===== config.mk =====
export PLATFORM = sky130hd
export DESIGN_NAME = dbgl_ctrl
export DESIGN_NICKNAME = d
export VERILOG_FILES = /design/src/rtl/dbgl_pkg.sv /design/src/rtl/dbgl_busdec.sv /design/src/rtl/dbgl_launch.sv /design/src/rtl/dbgl_irqbank.sv /design/src/rtl/dbgl_ctrl.sv
export SDC_FILE = /design/constraint.sdc
export NUM_CORES = 1
export LEC_CHECK = 0
export ABC_AREA = 1
export BUFFER_PORTS_ARGS = -buffer_cell sky130_fd_sc_hd__buf_2
export CAP_MARGIN = 5
export CORE_MARGIN = 1.5
export CORE_UTILIZATION = 40
export CTS_CLUSTER_SIZE = 14
export DETAILED_ROUTE_END_ITERATION = 6
export PLACE_DENSITY = 0.64
export SYNTH_ARGS = -nofsm -noshare
export SYNTH_HDL_FRONTEND = slang
export SYNTH_SLANG_ARGS = --single-unit

===== constraint.sdc =====
create_clock -name clk -period 3.35 [get_ports clk]
set_input_delay 0.5025 -clock clk [delete_from_list [all_inputs] [get_ports clk]]
set_output_delay 0.5025 -clock clk [all_outputs]
set_load 0.05 [all_outputs]

===== src/rtl/dbgl_pkg.sv =====
`timescale 1ns/1ps
package dbgl_pkg;

    localparam int unsigned ADDR_W = 12;
    localparam int unsigned DATA_W = 32;

    // Register offsets
    localparam logic [ADDR_W-1:0] OFF_IRQ_EN   = 12'h020;
    localparam logic [ADDR_W-1:0] OFF_IRQ_RAW  = 12'h024;
    localparam logic [ADDR_W-1:0] OFF_IRQ_MSK  = 12'h028;
    localparam logic [ADDR_W-1:0] OFF_IRQ_CLR  = 12'h02C;
    localparam logic [ADDR_W-1:0] OFF_DBG_STAT = 12'hD00;
    localparam logic [ADDR_W-1:0] OFF_DBG_CMD  = 12'hD04;
    localparam logic [ADDR_W-1:0] OFF_DBG_W0   = 12'hD08;
    localparam logic [ADDR_W-1:0] OFF_DBG_W1   = 12'hD0C;
    localparam logic [3:0]        CHST_PAGE    = 4'h1;

    // Opcodes
    localparam logic [7:0] OP_START = 8'hA0;
    localparam logic [7:0] OP_KILL  = 8'h01;

    typedef enum logic [2:0] {
        RS_NONE,
        RS_IRQ_EN,
        RS_IRQ_RAW,
        RS_IRQ_MSK,
        RS_DBG_STAT,
        RS_DBG_W0,
        RS_DBG_W1,
        RS_CHST
    } rsel_e;

    typedef struct packed {
        logic en_wr;
        logic clr_wr;
        logic cmd_wr;
        logic w0_wr;
        logic w1_wr;
    } wstb_t;

    typedef struct packed {
        logic       ok;
        logic [7:0] chan_p1;
        logic [7:0] opcode;
    } dcd_t;

    // Kill byte in the low lane takes precedence over a start byte in lane 2
    function automatic dcd_t decode_w0(input logic [DATA_W-1:0] w0);
        dcd_t d;
        d.chan_p1 = w0[15:8];
        if (w0[7:0] == OP_KILL) begin
            d.ok     = 1'b1;
            d.opcode = OP_KILL;
        end else if (w0[23:16] == OP_START) begin
            d.ok     = 1'b1;
            d.opcode = OP_START;
        end else begin
            d.ok     = 1'b0;
            d.opcode = 8'h00;
        end
        return d;
    endfunction

endpackage


===== src/rtl/dbgl_busdec.sv =====
`timescale 1ns/1ps
module dbgl_busdec
    import dbgl_pkg::*;
#(
    parameter int unsigned NCH = 8
) (
    input  logic              bus_sel,
    input  logic              bus_wr,
    input  logic [ADDR_W-1:0] bus_addr,
    input  logic [DATA_W-1:0] bus_wdata,
    output wstb_t             wstb,
    output rsel_e             rsel,
    output logic [4:0]        ch_idx
);

    logic in_chst;

    always_comb begin
        in_chst = (bus_addr[11:8] == CHST_PAGE) && (bus_addr[2:0] == 3'b000)
                  && (int'(bus_addr[7:3]) < int'(NCH));
    end

    always_comb begin
        wstb   = '0;
        rsel   = RS_NONE;
        ch_idx = bus_addr[7:3];
        if (bus_sel && bus_wr) begin
            case (bus_addr)
                OFF_IRQ_EN:  wstb.en_wr  = 1'b1;
                OFF_IRQ_CLR: wstb.clr_wr = 1'b1;
                OFF_DBG_CMD: wstb.cmd_wr = (bus_wdata == '0);
                OFF_DBG_W0:  wstb.w0_wr  = 1'b1;
                OFF_DBG_W1:  wstb.w1_wr  = 1'b1;
                default:     wstb        = '0;
            endcase
        end else if (bus_sel) begin
            case (bus_addr)
                OFF_IRQ_EN:   rsel = RS_IRQ_EN;
                OFF_IRQ_RAW:  rsel = RS_IRQ_RAW;
                OFF_IRQ_MSK:  rsel = RS_IRQ_MSK;
                OFF_DBG_STAT: rsel = RS_DBG_STAT;
                OFF_DBG_W0:   rsel = RS_DBG_W0;
                OFF_DBG_W1:   rsel = RS_DBG_W1;
                default:      rsel = in_chst ? RS_CHST : RS_NONE;
            endcase
        end
    end

endmodule


===== src/rtl/dbgl_launch.sv =====
`timescale 1ns/1ps
module dbgl_launch
    import dbgl_pkg::*;
#(
    parameter int unsigned NCH = 8,
    localparam int unsigned CW = (NCH > 1) ? $clog2(NCH) : 1
) (
    input  logic              clk,
    input  logic              rst,
    input  wstb_t             wstb,
    input  logic [DATA_W-1:0] wdata,
    input  logic [NCH-1:0]    ch_ack,
    output logic [DATA_W-1:0] w0_q,
    output logic [DATA_W-1:0] w1_q,
    output logic              busy_q,
    output logic [CW-1:0]     chan_q,
    output logic [7:0]        op_q,
    output logic [DATA_W-1:0] opd_q
);

    dcd_t dcd;
    logic chan_ok;
    logic fire;
    logic done;

    always_comb begin
        dcd     = decode_w0(w0_q);
        chan_ok = (dcd.chan_p1 != 8'd0) && (int'(dcd.chan_p1) <= int'(NCH));
        fire    = wstb.cmd_wr && !busy_q && dcd.ok && chan_ok;
        done    = busy_q && ch_ack[chan_q];
    end

    // Staging words
    always_ff @(posedge clk) begin
        if (rst) begin
            w0_q <= '0;
            w1_q <= '0;
        end else begin
            if (wstb.w0_wr) w0_q <= wdata;
            if (wstb.w1_wr) w1_q <= wdata;
        end
    end

    // Issue request, held until the target acknowledges
    always_ff @(posedge clk) begin
        if (rst) begin
            busy_q <= 1'b0;
            chan_q <= '0;
            op_q   <= 8'h00;
            opd_q  <= '0;
        end else if (fire) begin
            busy_q <= 1'b1;
            chan_q <= CW'(dcd.chan_p1 - 8'd1);
            op_q   <= dcd.opcode;
            opd_q  <= (dcd.opcode == OP_KILL) ? '0 : w1_q;
        end else if (done) begin
            busy_q <= 1'b0;
        end
    end

endmodule


===== src/rtl/dbgl_irqbank.sv =====
`timescale 1ns/1ps
module dbgl_irqbank
    import dbgl_pkg::*;
#(
    parameter int unsigned NCH = 8
) (
    input  logic              clk,
    input  logic              rst,
    input  wstb_t             wstb,
    input  logic [DATA_W-1:0] wdata,
    input  logic [NCH-1:0]    ch_event,
    output logic [NCH-1:0]    en_q,
    output logic [NCH-1:0]    raw_q,
    output logic [NCH-1:0]    masked,
    output logic              irq
);

    logic [NCH-1:0] clr_bits;
    logic [NCH-1:0] raw_nxt;

    always_comb begin
        clr_bits = wstb.clr_wr ? wdata[NCH-1:0] : '0;
        raw_nxt  = (raw_q & ~clr_bits) | ch_event;   // set wins over clear
        masked   = raw_q & en_q;
        irq      = |masked;
    end

    always_ff @(posedge clk) begin
        if (rst) begin
            en_q  <= '0;
            raw_q <= '0;
        end else begin
            if (wstb.en_wr) en_q <= wdata[NCH-1:0];
            raw_q <= raw_nxt;
        end
    end

endmodule


===== src/rtl/dbgl_ctrl.sv =====
`timescale 1ns/1ps
module dbgl_ctrl
    import dbgl_pkg::*;
#(
    parameter int unsigned NCH = 8,
    localparam int unsigned CW = (NCH > 1) ? $clog2(NCH) : 1
) (
    input  logic              clk,
    input  logic              rst,
    input  logic              bus_sel,
    input  logic              bus_wr,
    input  logic [ADDR_W-1:0] bus_addr,
    input  logic [DATA_W-1:0] bus_wdata,
    output logic [DATA_W-1:0] bus_rdata,
    input  logic [NCH*4-1:0]  ch_state,
    input  logic [NCH-1:0]    ch_event,
    input  logic [NCH-1:0]    ch_ack,
    output logic              iss_valid,
    output logic [CW-1:0]     iss_chan,
    output logic [7:0]        iss_opcode,
    output logic [DATA_W-1:0] iss_operand,
    output logic              irq
);

    wstb_t             wstb;
    rsel_e             rsel;
    logic [4:0]        ch_idx;
    logic [DATA_W-1:0] w0_w;
    logic [DATA_W-1:0] w1_w;
    logic              busy_w;
    logic [NCH-1:0]    en_w;
    logic [NCH-1:0]    raw_w;
    logic [NCH-1:0]    msk_w;
    logic [3:0]        st_sel;
    logic [DATA_W-1:0] rd_nxt;

    dbgl_busdec #(.NCH(NCH)) u_dec (
        .bus_sel   (bus_sel),
        .bus_wr    (bus_wr),
        .bus_addr  (bus_addr),
        .bus_wdata (bus_wdata),
        .wstb      (wstb),
        .rsel      (rsel),
        .ch_idx    (ch_idx)
    );

    dbgl_launch #(.NCH(NCH)) u_launch (
        .clk    (clk),
        .rst    (rst),
        .wstb   (wstb),
        .wdata  (bus_wdata),
        .ch_ack (ch_ack),
        .w0_q   (w0_w),
        .w1_q   (w1_w),
        .busy_q (busy_w),
        .chan_q (iss_chan),
        .op_q   (iss_opcode),
        .opd_q  (iss_operand)
    );

    dbgl_irqbank #(.NCH(NCH)) u_irq (
        .clk      (clk),
        .rst      (rst),
        .wstb     (wstb),
        .wdata    (bus_wdata),
        .ch_event (ch_event),
        .en_q     (en_w),
        .raw_q    (raw_w),
        .masked   (msk_w),
        .irq      (irq)
    );

    assign iss_valid = busy_w;

    // Channel state nibble selection
    always_comb begin
        st_sel = 4'h0;
        for (int i = 0; i < int'(NCH); i++) begin
            if (int'(ch_idx) == i) st_sel = ch_state[i*4 +: 4];
        end
    end

    always_comb begin
        case (rsel)
            RS_IRQ_EN:   rd_nxt = DATA_W'(en_w);
            RS_IRQ_RAW:  rd_nxt = DATA_W'(raw_w);
            RS_IRQ_MSK:  rd_nxt = DATA_W'(msk_w);
            RS_DBG_STAT: rd_nxt = DATA_W'(busy_w);
            RS_DBG_W0:   rd_nxt = w0_w;
            RS_DBG_W1:   rd_nxt = w1_w;
            RS_CHST:     rd_nxt = DATA_W'(st_sel);
            default:     rd_nxt = '0;
        endcase
    end

    always_ff @(posedge clk) begin
        if (rst)                    bus_rdata <= '0;
        else if (bus_sel && !bus_wr) bus_rdata <= rd_nxt;
    end

endmodule


==> impl_metrics.py <==
metrics = {
    "run_status": {
        "run_status": "finished, final reports clean",
    },
    "clocking": {
        "numClockSinks": 150,
        "postCtsSetupBuffers": 0,
        "clockRootBuffer": "sky130_fd_sc_hd__clkbuf_16",
        "cts_tree": "built",
        "clkLatencyLatePin_ns": 0.43,
        "post_cts_resize_count": 0,
        "holdBufCountCts": 0,
        "cts_made_buffers": 17,
        "path_clk_slew_ns": 0.07,
        "htree_num_levels": 4,
        "cts-root-to-sink-buffers": 2,
    },
    "final_layout": {
        "drive_above_1_share_pct": 22.7,
        "num_antenna_cells": 0,
        "syn2layout_area_growth_pct": 21.5,
        "final_cell_area_mm2": 0.00878,
        "finish.net_count": 1256,
        "n_fill_cell": 1824,
        "post-route-util_pct": 50.2,
    },
    "critical_path": {
        "worstSetupStartpointType": "primary input",
        "cp.buffers_inverters": 5,
        "critical_path_class": "in -> reg",
        "cp_data_required_time_ns": 3.67,
        "worst_path_most_repeated_cell": "sky130_fd_sc_hd__nor2_1",
        "slowest_delay_ns": 0.41,
        "worstSetupEndpointType": "register",
        "timing.critical_path.cells": "buf_2 > inv_2 > nand2_1 > nor2_1 > o21ai_4 > nand2_2 > inv_2 > nor2_4 > nor2_4 > nand3_4 > buf_4 > nor2_1 > nor2_1 > nand3_1 > nand2_1 > inv_1",
        "crit_slowest_cell": "sky130_fd_sc_hd__buf_4",
        "critical_path.max_fanout": 26,
        "cp.arrival_ns": 2.83,
        "critical_path.top_delay_family": "simple AND/OR/NAND/NOR gates",
    },
    "grt": {
        "pin_count_of_the_biggest_net_entering_global_routing": 65,
        "grt_first_pass_wirelength_mm": 33.1,
        "grt.total_usage_pct": 22.7,
        "initial_antenna_violation_count": 0,
        "grt_overflow_total": 0,
        "first_global_vias": 6497,
    },
    "synthesis": {
        "postSynth.asyncResetShare_pct": 0,
        "synth_sequential_area_ratio_pct": 41.6,
        "postSynth.topFlopCell": "sky130_fd_sc_hd__dfxtp_1",
        "ys.warnings.count": 0,
        "yosys_register_bits": 150,
        "synth-edff-count": 0,
        "post_synth.cell_area_avg_um2": 7.14,
        "synth_area_mm2": 0.00722,
        "netlist_instances": 1012,
        "netlist-cell-type-count": 37,
    },
    "detailed_routing": {
        "drt_iter0_markers": 477,
        "viasPerCell": 5.07,
        "detailroute.via_count": 7084,
        "postRouteWirelength_mm": 21.0,
        "wl_per_cell_um": 15.0,
        "dr.pass1.iters": 5,
        "drcViolationCount": 0,
        "ant_nets": 0,
    },
    "pwr": {
        "max-vdd-ir-drop_uv": 400,
        "power_per_cell_area_mw_per_mm2": 435,
        "power.leakage_nw": 3.97,
    },
    "sta": {
        "post-route-min-period_ns": 2.51,
        "rsz0062_at_grt": "no",
        "maxSlewHeadroom_pct": 48.4,
        "final_critical_path_setup_slack_ns": 0.842,
        "fin_max_slew_vios": 0,
        "finClkSkew_ns": 0.0139,
        "holdWs_ns": 0.307,
        "achievable-frequency_mhz": 399,
        "tightestPinTransition_ns": 0.768,
        "setup_violations": 0,
        "final_period_util_pct": 74.9,
        "timing_hold_violations_final": 0,
        "final_total_negative_setup_slack_ns": 0,
    },
    "die": {
        "floorplan.die.height_um": 137,
        "fp.coreArea_mm2": 0.0175,
        "floorplan.die_area_mm2": 0.0189,
        "i_o_pin_count": 173,
        "chipWidth_um": 137,
        "floorplan.rows": 48,
        "floorplan.initialDensity_pct": 41.3,
    },
    "run": {
        "drv_cap": 0,
    },
    "min_path": {
        "hold_class": "in -> reg",
    },
    "placement": {
        "post-dp-hpwl_mm": 14.9,
        "routabilityCongestion": 0.855,
        "postPlaceCellArea_mm2": 0.00822,
        "dp_slack_ns": 0.437,
        "port_buffers": 167,
    },
}
==> logic make-up (layout without fill, tap and decap cells) <==
kind of cell / Yosys count / in the layout / share of synthesized area, %
AOI/OAI and AO/OA: 270 / 270 / 21.2
xor gates and xnor gates: 2 / 2 / 0.243
adders and majority gates: 1 / 1 / 0.173
buffers and inverters: 249 / 405 / 13.9
DFF: 150 / 150 / 41.6
other: 1 / 5 / 0.0519
and+or+nand+nor: 339 / 339 / 22.9
==> worst min-delay path: cells and delay by family <==
family | cells | cell delay [ns]
buf+inv | 2 | 0.13
compound gates | 1 | 0.05
==> synthesized netlist by cell type (3+ instances only) <==
cell type                    n  area share [%]
sky130_fd_sc_hd__nor2_1     59             3.1
sky130_fd_sc_hd__nor4_1     12             1.0
sky130_fd_sc_hd__o22ai_1     5            0.43
sky130_fd_sc_hd__nand4_1    67             5.8
sky130_fd_sc_hd__o21ai_1    22             1.5
sky130_fd_sc_hd__nand3_1    30             2.1
sky130_fd_sc_hd__nor2_4      5            0.78
sky130_fd_sc_hd__buf_4       8            0.83
sky130_fd_sc_hd__dfxtp_1   150              42
sky130_fd_sc_hd__o21ai_0    89             6.2
sky130_fd_sc_hd__nor2_2      4            0.35
sky130_fd_sc_hd__nor3_1      7            0.48
sky130_fd_sc_hd__inv_1     185             9.6
sky130_fd_sc_hd__inv_2       3            0.16
sky130_fd_sc_hd__or2_2       3            0.26
sky130_fd_sc_hd__o22ai_2    20             3.5
sky130_fd_sc_hd__clkbuf_1   45             2.3
sky130_fd_sc_hd__buf_6       5            0.78
sky130_fd_sc_hd__a21oi_1   130             9.0
sky130_fd_sc_hd__nand2_1   141             7.3
==> registers in the layout (all words and copies together) (netlist names) <==
name and flops:
u_launch.w1_q 32, u_irq.raw_q 8, bus_rdata 32, u_launch.opd_q 32, u_launch.op_q 2, u_launch.busy_q 1
u_irq.en_q 8, u_launch.chan_q 3, u_launch.w0_q 32
==> layout make-up <==
type,count,area [um2],share of cell area [%]
clock buffer,17,425,4.85
clock inverter,15,134,1.52
inverter,188,706,8.04
multi-input combinational,617,3250,37.0
sequential,150,3000,34.2
tap,225,282,3.21
timing repair buffer,185,983,11.2
==> placed cells by master (no fill, tap or decap), types with 2 or more instances in the layout <==
| cell | count |
|---|---|
| sky130_fd_sc_hd__nand4_1 | 67 |
| sky130_fd_sc_hd__xor2_1 | 2 |
| sky130_fd_sc_hd__buf_2 | 167 |
| sky130_fd_sc_hd__nor4_1 | 12 |
| sky130_fd_sc_hd__inv_2 | 4 |
| sky130_fd_sc_hd__conb_1 | 5 |
| sky130_fd_sc_hd__clkinvlp_4 | 3 |
| sky130_fd_sc_hd__nor2_4 | 5 |
| sky130_fd_sc_hd__or2_2 | 3 |
| sky130_fd_sc_hd__o22ai_2 | 20 |
| sky130_fd_sc_hd__o21ai_0 | 89 |
| sky130_fd_sc_hd__nand3_2 | 2 |
| sky130_fd_sc_hd__nor2_1 | 57 |
| sky130_fd_sc_hd__inv_1 | 184 |
| sky130_fd_sc_hd__clkbuf_16 | 17 |
| sky130_fd_sc_hd__buf_4 | 17 |
| sky130_fd_sc_hd__dfxtp_1 | 150 |
| sky130_fd_sc_hd__clkinv_4 | 2 |
| sky130_fd_sc_hd__nand3_1 | 29 |
| sky130_fd_sc_hd__a21oi_1 | 130 |
| sky130_fd_sc_hd__nor2_2 | 6 |
| sky130_fd_sc_hd__a221oi_1 | 2 |
| sky130_fd_sc_hd__inv_6 | 5 |
| sky130_fd_sc_hd__o21ai_1 | 22 |
| sky130_fd_sc_hd__nand2_2 | 2 |
| sky130_fd_sc_hd__nand3_4 | 2 |
| sky130_fd_sc_hd__nand2_1 | 141 |
| sky130_fd_sc_hd__inv_8 | 4 |
| sky130_fd_sc_hd__nor3_1 | 7 |
| sky130_fd_sc_hd__o22ai_1 | 5 |
==> where the power goes <==
group / switching [mW] / internal, mW / total (mW)
Clock: 0.841 / 0.978 / 1.82
Sequential: 0.00564 / 1.79 / 1.80
Combinational: 0.133 / 0.0718 / 0.205
Total: 0.980 / 2.84 / 3.82
==> final timing paths <==
| kind | startpoint | end | slack [ns] | depth (start not counted) |
|---|---|---|---|---|
| min reg2reg | u_launch.op_q[0]$_SDFFE_PP0P_ | u_launch.op_q[0]$_SDFFE_PP0P_ | 0.45 | 2 |
| max reg2reg | u_launch.w0_q[0]$_SDFFE_PP0P_ | u_launch.chan_q[0]$_SDFFE_PP0P_ | 1.37 | 10 |
| max | bus_addr[3] | bus_rdata[7]$_SDFFE_PP0P_ | 0.84 | 16 |
| min | ch_event[1] | u_irq.raw_q[1]$_SDFF_PP0_ | 0.31 | 3 |
==> per-stage QoR <==
| stage | total power [mW] | cells |
|---|---|---|
| finish | 3.82 | 1397 |
| global route | 3.94 | 1397 |
| CTS | 3.85 | 1397 |
| detailed placement | 2.04 | 1365 |
| global placement | 2.04 | 1365 |
| floorplan | 1.94 | 1016 |
==> layer usage <==
layer	part of all wire, %	up-vias	global-route usage [%]
met2	47	187	37.3
met1	47	3254	30.4
met4	1.1	0	6.14
met3	5.7	17	4.27
met5	0	-	0
li1	-	3626	-
(Power assumes the default switching activity.)
